[src/rtl/alu_cc_pkg.sv]
package alu_cc_pkg;

  typedef enum logic [1:0] {
    OP_ADD = 2'd0,
    OP_SUB = 2'd1,
    OP_AND = 2'd2,
    OP_XOR = 2'd3
  } op_e;

  localparam int unsigned CODE_W   = 3;
  localparam int unsigned NUM_CODE = 1 << CODE_W;

  localparam logic [CODE_W-1:0] CC_NEVER = 3'd0;
  localparam logic [CODE_W-1:0] CC_ZERO  = 3'd1;
  localparam logic [CODE_W-1:0] CC_LT    = 3'd2;
  localparam logic [CODE_W-1:0] CC_LE    = 3'd3;
  localparam logic [CODE_W-1:0] CC_UOV   = 3'd4;
  localparam logic [CODE_W-1:0] CC_ZUOV  = 3'd5;
  localparam logic [CODE_W-1:0] CC_SOV   = 3'd6;
  localparam logic [CODE_W-1:0] CC_ODD   = 3'd7;

  function automatic logic is_logical(input op_e op);
    return (op == OP_AND) || (op == OP_XOR);
  endfunction

  function automatic logic code_ok_for_logic(input logic [CODE_W-1:0] c);
    return !((c == CC_UOV) || (c == CC_ZUOV) || (c == CC_SOV));
  endfunction

endpackage

[src/rtl/alu_cc_datapath.sv]
module alu_cc_datapath
  import alu_cc_pkg::*;
#(
  parameter int unsigned W = 32
) (
  input  logic [W-1:0] a,
  input  logic [W-1:0] b,
  input  op_e          op,
  output logic [W-1:0] res,
  output logic         carry
);

  localparam int unsigned SW = W + 1;

  function automatic logic [SW-1:0] add_carry(input logic [W-1:0] x,
                                              input logic [W-1:0] y,
                                              input logic         cin);
    return {1'b0, x} + {1'b0, y} + {{W{1'b0}}, cin};
  endfunction

  logic          is_sub;
  logic [W-1:0]  b_eff;
  logic [SW-1:0] sum_w;

  assign is_sub = (op == OP_SUB);
  assign b_eff  = is_sub ? ~b : b;
  assign sum_w  = add_carry(a, b_eff, is_sub);

  always_comb begin
    unique case (op)
      OP_ADD, OP_SUB: res = sum_w[W-1:0];
      OP_AND:         res = a & b;
      default:        res = a ^ b;
    endcase
  end

  assign carry = is_logical(op) ? 1'b0 : sum_w[W];

endmodule

[src/rtl/alu_cc_ovf.sv]
module alu_cc_ovf
  import alu_cc_pkg::*;
(
  input  logic a_msb,
  input  logic b_msb,
  input  logic r_msb,
  input  logic carry,
  input  op_e  op,
  output logic uns_ovf,
  output logic sgn_ovf
);

  logic add_sv;
  logic sub_sv;

  assign add_sv = (a_msb == b_msb) && (r_msb != a_msb);
  assign sub_sv = (a_msb != b_msb) && (r_msb != a_msb);

  always_comb begin
    unique case (op)
      OP_ADD: begin
        uns_ovf = carry;
        sgn_ovf = add_sv;
      end
      OP_SUB: begin
        uns_ovf = ~carry;
        sgn_ovf = sub_sv;
      end
      default: begin
        uns_ovf = 1'b0;
        sgn_ovf = 1'b0;
      end
    endcase
  end

endmodule

[src/rtl/alu_cc_decode.sv]
module alu_cc_decode
  import alu_cc_pkg::*;
#(
  parameter int unsigned W = 32
) (
  input  logic [W-1:0]      res,
  input  logic              uns_ovf,
  input  logic              sgn_ovf,
  input  op_e               op,
  input  logic [CODE_W-1:0] code,
  input  logic              neg,
  output logic              hit,
  output logic              undef
);

  logic                is_zero;
  logic                lt_term;
  logic                u_term;
  logic [NUM_CODE-1:0] terms;
  logic                raw_hit;

  assign is_zero = (res == '0);
  assign lt_term = res[W-1] ^ sgn_ovf;
  assign u_term  = (op == OP_SUB) ? uns_ovf : ~uns_ovf;

  always_comb begin
    terms           = '0;
    terms[CC_NEVER] = 1'b0;
    terms[CC_ZERO]  = is_zero;
    terms[CC_LT]    = lt_term;
    terms[CC_LE]    = is_zero | lt_term;
    terms[CC_UOV]   = u_term;
    terms[CC_ZUOV]  = is_zero | u_term;
    terms[CC_SOV]   = sgn_ovf;
    terms[CC_ODD]   = res[0];
  end

  assign raw_hit = terms[code];
  assign undef   = is_logical(op) && !code_ok_for_logic(code);
  assign hit     = undef ? 1'b0 : (raw_hit ^ neg);

endmodule

[src/rtl/alu_cc_eval.sv]
module alu_cc_eval
  import alu_cc_pkg::*;
#(
  parameter int unsigned W = 32
) (
  input  logic          clk,
  input  logic          rst_n,
  input  logic          in_valid,
  input  logic [W-1:0]  op_a,
  input  logic [W-1:0]  op_b,
  input  logic [1:0]    op_sel,
  input  logic [2:0]    cond_sel,
  input  logic          cond_neg,
  output logic          out_valid,
  output logic [W-1:0]  result,
  output logic          cond_true,
  output logic          uns_ovf,
  output logic          sgn_ovf,
  output logic          cond_undef
);

  op_e         op;
  logic [W-1:0] res_c;
  logic         carry_c;
  logic         uov_c;
  logic         sov_c;
  logic         hit_c;
  logic         undef_c;

  assign op = op_e'(op_sel);

  alu_cc_datapath #(.W(W)) u_dp (
    .a     (op_a),
    .b     (op_b),
    .op    (op),
    .res   (res_c),
    .carry (carry_c)
  );

  alu_cc_ovf u_ovf (
    .a_msb   (op_a[W-1]),
    .b_msb   (op_b[W-1]),
    .r_msb   (res_c[W-1]),
    .carry   (carry_c),
    .op      (op),
    .uns_ovf (uov_c),
    .sgn_ovf (sov_c)
  );

  alu_cc_decode #(.W(W)) u_dec (
    .res     (res_c),
    .uns_ovf (uov_c),
    .sgn_ovf (sov_c),
    .op      (op),
    .code    (cond_sel),
    .neg     (cond_neg),
    .hit     (hit_c),
    .undef   (undef_c)
  );

  always_ff @(posedge clk) begin
    if (!rst_n) begin
      out_valid  <= 1'b0;
      result     <= '0;
      cond_true  <= 1'b0;
      uns_ovf    <= 1'b0;
      sgn_ovf    <= 1'b0;
      cond_undef <= 1'b0;
    end else begin
      out_valid <= in_valid;
      if (in_valid) begin
        result     <= res_c;
        cond_true  <= hit_c;
        uns_ovf    <= uov_c;
        sgn_ovf    <= sov_c;
        cond_undef <= undef_c;
      end
    end
  end

  // strobe reaches out_valid one cycle later
  a_r2_valid_follows: assert property (@(posedge clk) disable iff (!rst_n)
    in_valid |=> out_valid);

  // outputs hold while no strobe
  a_r2_hold: assert property (@(posedge clk) disable iff (!rst_n)
    !in_valid |=> ($stable(result) && $stable(cond_true) && $stable(cond_undef)));

  // logical ops carry no overflow
  a_r6_logic_no_ovf: assert property (@(posedge clk) disable iff (!rst_n)
    (in_valid && op_sel[1]) |=> (!uns_ovf && !sgn_ovf));

  // code 0 without negation never holds
  a_r7_never: assert property (@(posedge clk) disable iff (!rst_n)
    (in_valid && cond_sel == 3'd0 && !cond_neg) |=> !cond_true);

  // code 0 with negation always holds
  a_r11_always: assert property (@(posedge clk) disable iff (!rst_n)
    (in_valid && cond_sel == 3'd0 && cond_neg) |=> cond_true);

  // undefined verdict is never true
  a_r12_undef_false: assert property (@(posedge clk) disable iff (!rst_n)
    cond_undef |-> !cond_true);

  // undefined only flagged for logical ops
  a_r12_undef_logic_only: assert property (@(posedge clk) disable iff (!rst_n)
    (in_valid && !op_sel[1]) |=> !cond_undef);

endmodule

[config.mk]
export PLATFORM = sky130hd
export DESIGN_NAME = alu_cc_eval
export DESIGN_NICKNAME = d
export VERILOG_FILES = /design/src/rtl/alu_cc_pkg.sv /design/src/rtl/alu_cc_datapath.sv /design/src/rtl/alu_cc_ovf.sv /design/src/rtl/alu_cc_decode.sv /design/src/rtl/alu_cc_eval.sv
export SDC_FILE = /design/constraint.sdc
export NUM_CORES = 1
export LEC_CHECK = 0
export ABC_AREA = 0
export BUFFER_PORTS_ARGS = -buffer_cell sky130_fd_sc_hd__buf_4
export CAP_MARGIN = 20
export CORE_ASPECT_RATIO = 2
export CORE_MARGIN = 2
export CORE_UTILIZATION = 45
export DETAILED_ROUTE_END_ITERATION = 8
export PLACE_DENSITY = 0.68
export SETUP_SLACK_MARGIN = 0.05
export SKIP_LAST_GASP = 1
export SLEW_MARGIN = 15
export SYNTH_ARGS = -nofsm -noshare
export SYNTH_HDL_FRONTEND = slang
export SYNTH_SLANG_ARGS = --single-unit
[constraint.sdc]
create_clock -name clk -period 8.5 [get_ports clk]
set_input_delay 1.7 -clock clk [delete_from_list [all_inputs] [get_ports clk]]
set_output_delay 1.7 -clock clk [all_outputs]
set_load 0.05 [all_outputs]
==> Word level (Yosys, flattened, before mapping) <==
Index checks and enable logic that the tools add are counted.
{ "totals": {"ff_bits": 37, "in_bits": 73, "out_inout_bits": 37, "elab_cells": 45} }
{ "classes": {"addsub": 2, "n_lt_le_gt_ge": 1, "eq_ne": 9, "mux": 9, "n_bitwise": 9, "reduce_logical": 9} }
{ "op_table": {"columns": ["op", "n"], "rows": [
  ["case mux 32 bit (2 select lines)", 1],
  ["adder 32 x 32 -> 33 bit", 1],
  ["adder 33 x 1 -> 33 bit", 1],
  ["AND 32 bit", 1],
  ["zero test 32 bit", 1],
  ["two-way mux 32 bit", 1],
  ["inverter 32 bit", 1],
  ["XOR 32 bit", 1],
  ["== test 3 bit, second input constant", 3],
  ["== test 2 bit, second input constant", 2],
  ["less-than comparator 3 x 4 -> 1 bit, second input constant", 1],
  ["two-way mux 1 bit", 4],
  ["case mux 1 bit (2 select lines)", 2],
  ["binary-select mux 1 bit (select 3 bit)", 1],
  ["logical AND 1 bit", 3],
  ["logical OR 1 bit", 3],
  ["== test 2 x 1 -> 1 bit, second input constant", 1],
  ["zero test 2 bit", 1],
  ["!= test 1 bit", 2],
  ["inverter 1 bit", 2],
  ["bitwise OR 1 bit", 2],
  ["OR reduction 2 bit", 1],
  ["XOR 1 bit", 2],
  ["== test 1 bit", 1]
]} }

==> Longest topological paths before layout <==
{ "depth": {"word_depth": 14, "ltp_mapped": 17, "mapped_depth_nobuf": 15} }

==> Hierarchy <==
A second synthesis with hierarchy kept.
{ "unflattened": {"cells_unflattened": 588, "area_unflattened_um2": 4944.7} }
{ "by_module_without_submodules": {"columns": ["module", "n_inst", "cells_per_inst", "area_each_um2"], "rows": [
  ["alu_cc_datapath", 1, 437, 3281.9],
  ["alu_cc_eval", 1, 117, 1415.1],
  ["alu_cc_decode", 1, 28, 200.2],
  ["alu_cc_ovf", 1, 6, 47.5]
]} }

==> Worst setup path before layout <==
Ideal clock, no wire load.
{ "synth_timing": {"path_kind": "input port to flip-flop", "start": "input port op_sel[1]", "end": "register cond_true", "setup_time_ns": 0.122, "t_arrival_ns": 5.224, "t_required_ns": 8.378, "path_slack_ns": 3.154, "cell_stages": 17, "n_path_buf": 3, "cell_sequence": "nand2b_1 -> buf_6 -> clkbuf_1 -> xnor2_1 -> ha_1 -> buf_2 -> a21oi_2 -> o21ai_1 -> o41ai_2 -> o21ai_2 -> a211o_2 -> mux2_1 -> nor2_1 -> or3_1 -> o41ai_2 -> o21ai_1 -> a221o_1"} }
{ "synth_via": {"elab_chain_cells": 14, "word_cells_on_any_way": 28, "cone_classes": "add/sub (2); eq/ne (4); mux (9); bitwise (6); reduce/logical (7)"} }
{ "synth_lines": {"columns": ["element", "line", "rtl"], "rows": [
  ["from (decl)", "alu_cc_eval.sv:11", "input logic [1:0] op_sel,"],
  ["== test 2 x 1 -> 1 bit", null, null],
  ["two-way mux 32 bit", "alu_cc_datapath.sv:26", "assign b_eff = is_sub ? ~b : b;"],
  ["adder 32 x 32 -> 33 bit", "alu_cc_datapath.sv:18", "return {1'b0, x} + {1'b0, y} + {{W{1'b0}}, cin};"],
  ["adder 33 x 1 -> 33 bit", "alu_cc_datapath.sv:18", null],
  ["case mux 32 bit (2 select lines) or two-way mux 1 bit (tied branches)", "alu_cc_datapath.sv:30, alu_cc_datapath.sv:37", null],
  ["!= test 1 bit or inverter 1 bit (tied branches)", "alu_cc_ovf.sv:16, alu_cc_ovf.sv:17, alu_cc_ovf.sv:26", null],
  ["logical AND 1 bit (tied with other cells)", "alu_cc_ovf.sv:17", "assign sub_sv = (a_msb != b_msb) && (r_msb != a_msb);"],
  ["case mux 1 bit (2 select lines) or inverter 1 bit (tied branches)", "alu_cc_ovf.sv:20, alu_cc_decode.sv:24", null],
  ["XOR 1 bit or two-way mux 1 bit (tied branches)", "alu_cc_decode.sv:23, alu_cc_decode.sv:24", null],
  ["bitwise OR 1 bit, on equally long branches", "alu_cc_decode.sv:31, alu_cc_decode.sv:33", null],
  ["binary-select mux 1 bit (select 3 bit)", "alu_cc_decode.sv:38", "assign raw_hit = terms[code];"],
  ["two-way mux 1 bit (implied by the code)", "alu_cc_decode.sv:38", null],
  ["XOR 1 bit", "alu_cc_decode.sv:40", "assign hit = undef ? 1'b0 : (raw_hit ^ neg);"],
  ["two-way mux 1 bit (*)", "alu_cc_decode.sv:40", null],
  ["to (signal assigned)", "alu_cc_eval.sv:73", "cond_true <= hit_c;"],
  ["to (decl)", "alu_cc_eval.sv:16", "output logic cond_true,"]
]} }
Mark *: on every way between the ends. The rest lies on a longest branch, timed or not. The select of a mux whose other input is x is not followed.
A chain may end at the register's enable or synchronous reset.

==> Worst setup path after layout <==
Ends and elaborated chain as after synthesis.

==> results.json <==
{
  "layout_min_cycle_time_ns": 6.69,
  "syn-cell-area_sq_um": 5040,
  "reg2reg_depth": 2,
  "hold_viol": 0,
  "required_ns": 8.67,
  "min_path_type": "flop to flop",
  "dr.pass1.iters": 5,
  "max_freq_mhz": 149,
  "dieArea_sq_um": 12100,
  "synthToLayoutAreaGrowth_pct": 20.1,
  "clock-sinks": 37,
  "rrSetupSlack_ns": 7.59,
  "crit_type": "input port to flop",
  "syn_inst": 628,
  "stdcell_count": 847,
  "seqPwrFrac_pct": 21.7,
  "cts-resized-gates": 0,
  "r2r_end": "cond_true$_SDFFE_PN0P_",
  "grt_pass1_vias": 5202,
  "cts_hold_buf": 0,
  "rsz0062_at_grt": "no",
  "hold_end": "result[22]$_SDFFE_PN0P_",
  "wl_um": 16100,
  "cts_buffer_depth": 2,
  "timing.final.ws_setup_ns": 1.81,
  "ios": 110,
  "io_buffers": 109,
  "pwr-share-clk_pct": 23.8,
  "dp.cells": 839,
  "hp-start": "result[22]$_SDFFE_PN0P_",
  "vdd_drop_max_v": 0.0000992,
  "combPwrFrac_pct": 54.4,
  "via_per_inst": 6.11,
  "die_h_um": 154,
  "clk_pin_slew_ns": 0.06,
  "worstMarginPinSlew_ns": 0.914,
  "power.switching_mw": 0.396,
  "drv_slew": 0,
  "path_cells": "buf_4, nand2b_2, xnor2_1, inv_1, fa_1, nor2b_4, o2111ai_2, a2111oi_4, o31ai_1, a21oi_1, o21ai_0, a31oi_1, nand4_1, o41ai_2, o21ai_1, a221o_1",
  "critical_path.top_delay_family": "compound AO/OA/AOI/OAI gates",
  "drv_cap": 0,
  "postCtsSetupBuffers": 0,
  "drc_errors": 0,
  "p_sw_share_pct": 43.1,
  "leakagePower_nw": 2.81,
  "coreArea_sq_um": 10900,
  "hold_depth": 2,
  "dp_hpwl_um": 12700,
  "worst_clock_skew_ns": 0,
  "synth_warnings": 0,
  "overflow": 0,
  "r2r_start": "cond_true$_SDFFE_PN0P_",
  "internal_power_mw": 0.523,
  "antenna_found_initial": 0,
  "synth_seq_area_share_pct": 14.7,
  "htree_num_levels": 2,
  "slowest_stage": "nand2b_2",
  "setup_viol": 0,
  "row_count": 54,
  "drive_gt1_share_pct": 21.4,
  "vias": 5174,
  "avgSynthCellArea_sq_um": 8.03,
  "powerDensity_nw_per_um2": 152,
  "die_w_um": 78.9,
  "relSlewSlack_pct": 39.0,
  "synthFlopType": "dfxtp_1",
  "post-place-ws_ns": 1.56,
  "status": "finished clean",
  "path_max_fanout": 68,
  "setup.worst_path.end_class": "flop",
  "initial_utilization_pct": 46.1,
  "synth_edf_count": 0,
  "drt_iter0_drc": 222,
  "async_reset_ff_share_pct": 0,
  "nets": 847,
  "clk_latency_ns": 0.28,
  "ant_nets": 0,
  "syn_nets": 769,
  "gp_congestion": 0.984,
  "synth_seq_cells": 37,
  "setup_tns_ns": 0,
  "cp.arrival_ns": 6.87,
  "synth_cell_types": 75,
  "period_share_pct": 78.7,
  "crit_buf_inv": 2,
  "antenna_cells": 0,
  "power_mw": 0.919,
  "routedWlPerCell_um": 19.0,
  "worst_path_largest_cell_delay_ns": 0.85,
  "root_buffer": "clkbuf_16",
  "critPathLaunchType": "input port",
  "tritoncts": "built",
  "numCtsBuffers": 5,
  "grt_pass1_wl_um": 25800,
  "grt_max_degree": 69,
  "grt_usage_pct": 26.6
}
worst max path at each step:
stage	start	to	cells past startpoint
5_1_grt	op_sel[0]	cond_true$_SDFFE_PN0P_	16
3_5_place_dp	op_sel[1]	cond_true$_SDFFE_PN0P_	16
2_1_floorplan	op_sel[1]	cond_true$_SDFFE_PN0P_	17
6_report	op_sel[1]	cond_true$_SDFFE_PN0P_	16
4_1_cts	op_sel[0]	cond_true$_SDFFE_PN0P_	16
3_3_place_gp	op_sel[1]	cond_true$_SDFFE_PN0P_	16
synthesized netlist by cell type, drive strengths merged (8+ instances only):
cell type,count,area (sq um)
nor2b,20,133
nand3,10,50.1
ha,67,838
o21ai,38,198
nand2b,12,75.1
buf,13,66.3
dfxtp,37,741
nor2,42,158
a21oi,35,186
nor3,19,95.1
xnor2,39,342
mux2i,27,270
clkbuf,27,101
mux2,10,113
nand4,11,68.8
o211a,23,230
o31ai,9,67.6
nand2,58,220
o211ai,11,82.6
a31oi,9,56.3
nor3b,8,60.1
kinds of logic after synthesis:
| kind of cell | after synthesis | synth area share, % |
|---|---|---|
| and+or+nand+nor | 212 | 21.5 |
| AOI/OAI and AO/OA | 185 | 27.6 |
| adders and majority gates | 68 | 17.0 |
| buffers and inverters | 45 | 3.70 |
| xor gates and xnor gates | 44 | 7.92 |
| muxes | 37 | 7.59 |
| DFF | 37 | 14.7 |
sequential cells by signal (all words and copies together) (netlist names):
name,cells
result,32
uns_ovf,1
cond_undef,1
cond_true,1
sgn_ovf,1
out_valid,1
per-layer routing:
layer | global-route usage [%] | up-vias | part of all wire, %
li1 | - | 2513 | -
met1 | 26.9 | 2452 | 36
met2 | 52.0 | 162 | 55
met3 | 3.05 | 47 | 3.8
met4 | 12.4 | 0 | 5.0
met5 | 0 | - | 0
power groups by stage:
| stage | clock network (mW) | registers (mW) | logic, mW |
|---|---|---|---|
| after floorplan | 0 | 0.258 | 0.294 |
| after global placement | 0 | 0.203 | 0.487 |
| after detailed placement | 0 | 0.204 | 0.494 |
| after CTS | 0.221 | 0.200 | 0.496 |
| after global routing | 0.229 | 0.202 | 0.545 |
| final | 0.219 | 0.200 | 0.500 |
cell usage in the layout, fill, tap and decap left out, types with 3 or more instances in the layout:
| master | instances |
|---|---|
| buf_4 | 111 |
| or3_1 | 5 |
| a21oi_1 | 32 |
| o211a_1 | 23 |
| nor4_1 | 5 |
| nand3_1 | 10 |
| nand2b_1 | 11 |
| nor2b_1 | 19 |
| nor3b_1 | 8 |
| xnor2_1 | 39 |
| o31ai_1 | 9 |
| xor2_1 | 4 |
| nand4_1 | 11 |
| and3_1 | 4 |
| nor2_1 | 42 |
| a21boi_0 | 5 |
| dfxtp_1 | 37 |
| o211ai_1 | 11 |
| o2111a_1 | 3 |
| and2_1 | 3 |
| o21a_1 | 6 |
| a21oi_2 | 3 |
| a21o_1 | 7 |
| a211oi_1 | 4 |
| clkbuf_16 | 5 |
| o31a_1 | 4 |
| inv_1 | 4 |
| mux2i_1 | 27 |
| or2_2 | 6 |
| ha_1 | 67 |
| mux2_2 | 9 |
| o21ai_0 | 29 |
| o21ai_1 | 7 |
| nand2_1 | 57 |
| nor3_1 | 19 |
| a31oi_1 | 9 |
worst register-to-register path: stages, from the launching register on:
cell	delay (ns)
dfxtp_1	0.32
nor2b_1	0.13
a221o_1	0.35
metrics by stage:
| stage | hold slack (ns) | util (%) | cell area [sq um] |
|---|---|---|---|
| after floorplan | 0.695 | - | 5040 |
| after global placement | 0.468 | 53.8 | 5890 |
| after detailed placement | 0.473 | 53.8 | 5890 |
| after CTS | 0.489 | 55.3 | 6050 |
| after global routing | 0.498 | 55.3 | 6050 |
| final | 0.486 | 55.3 | 6050 |
layout make-up:
| cell class | count | area, sq um |
|---|---|---|
| multi-input cells | 546 | 4120 |
| clock inverters | 3 | 43.8 |
| well taps | 140 | 175 |
| fillers | 1081 | 4890 |
| inverters | 5 | 18.8 |
| clock buffers | 5 | 125 |
| flip-flops and latches | 37 | 741 |
| repair buffers | 111 | 833 |
(Power assumes the default switching activity.)
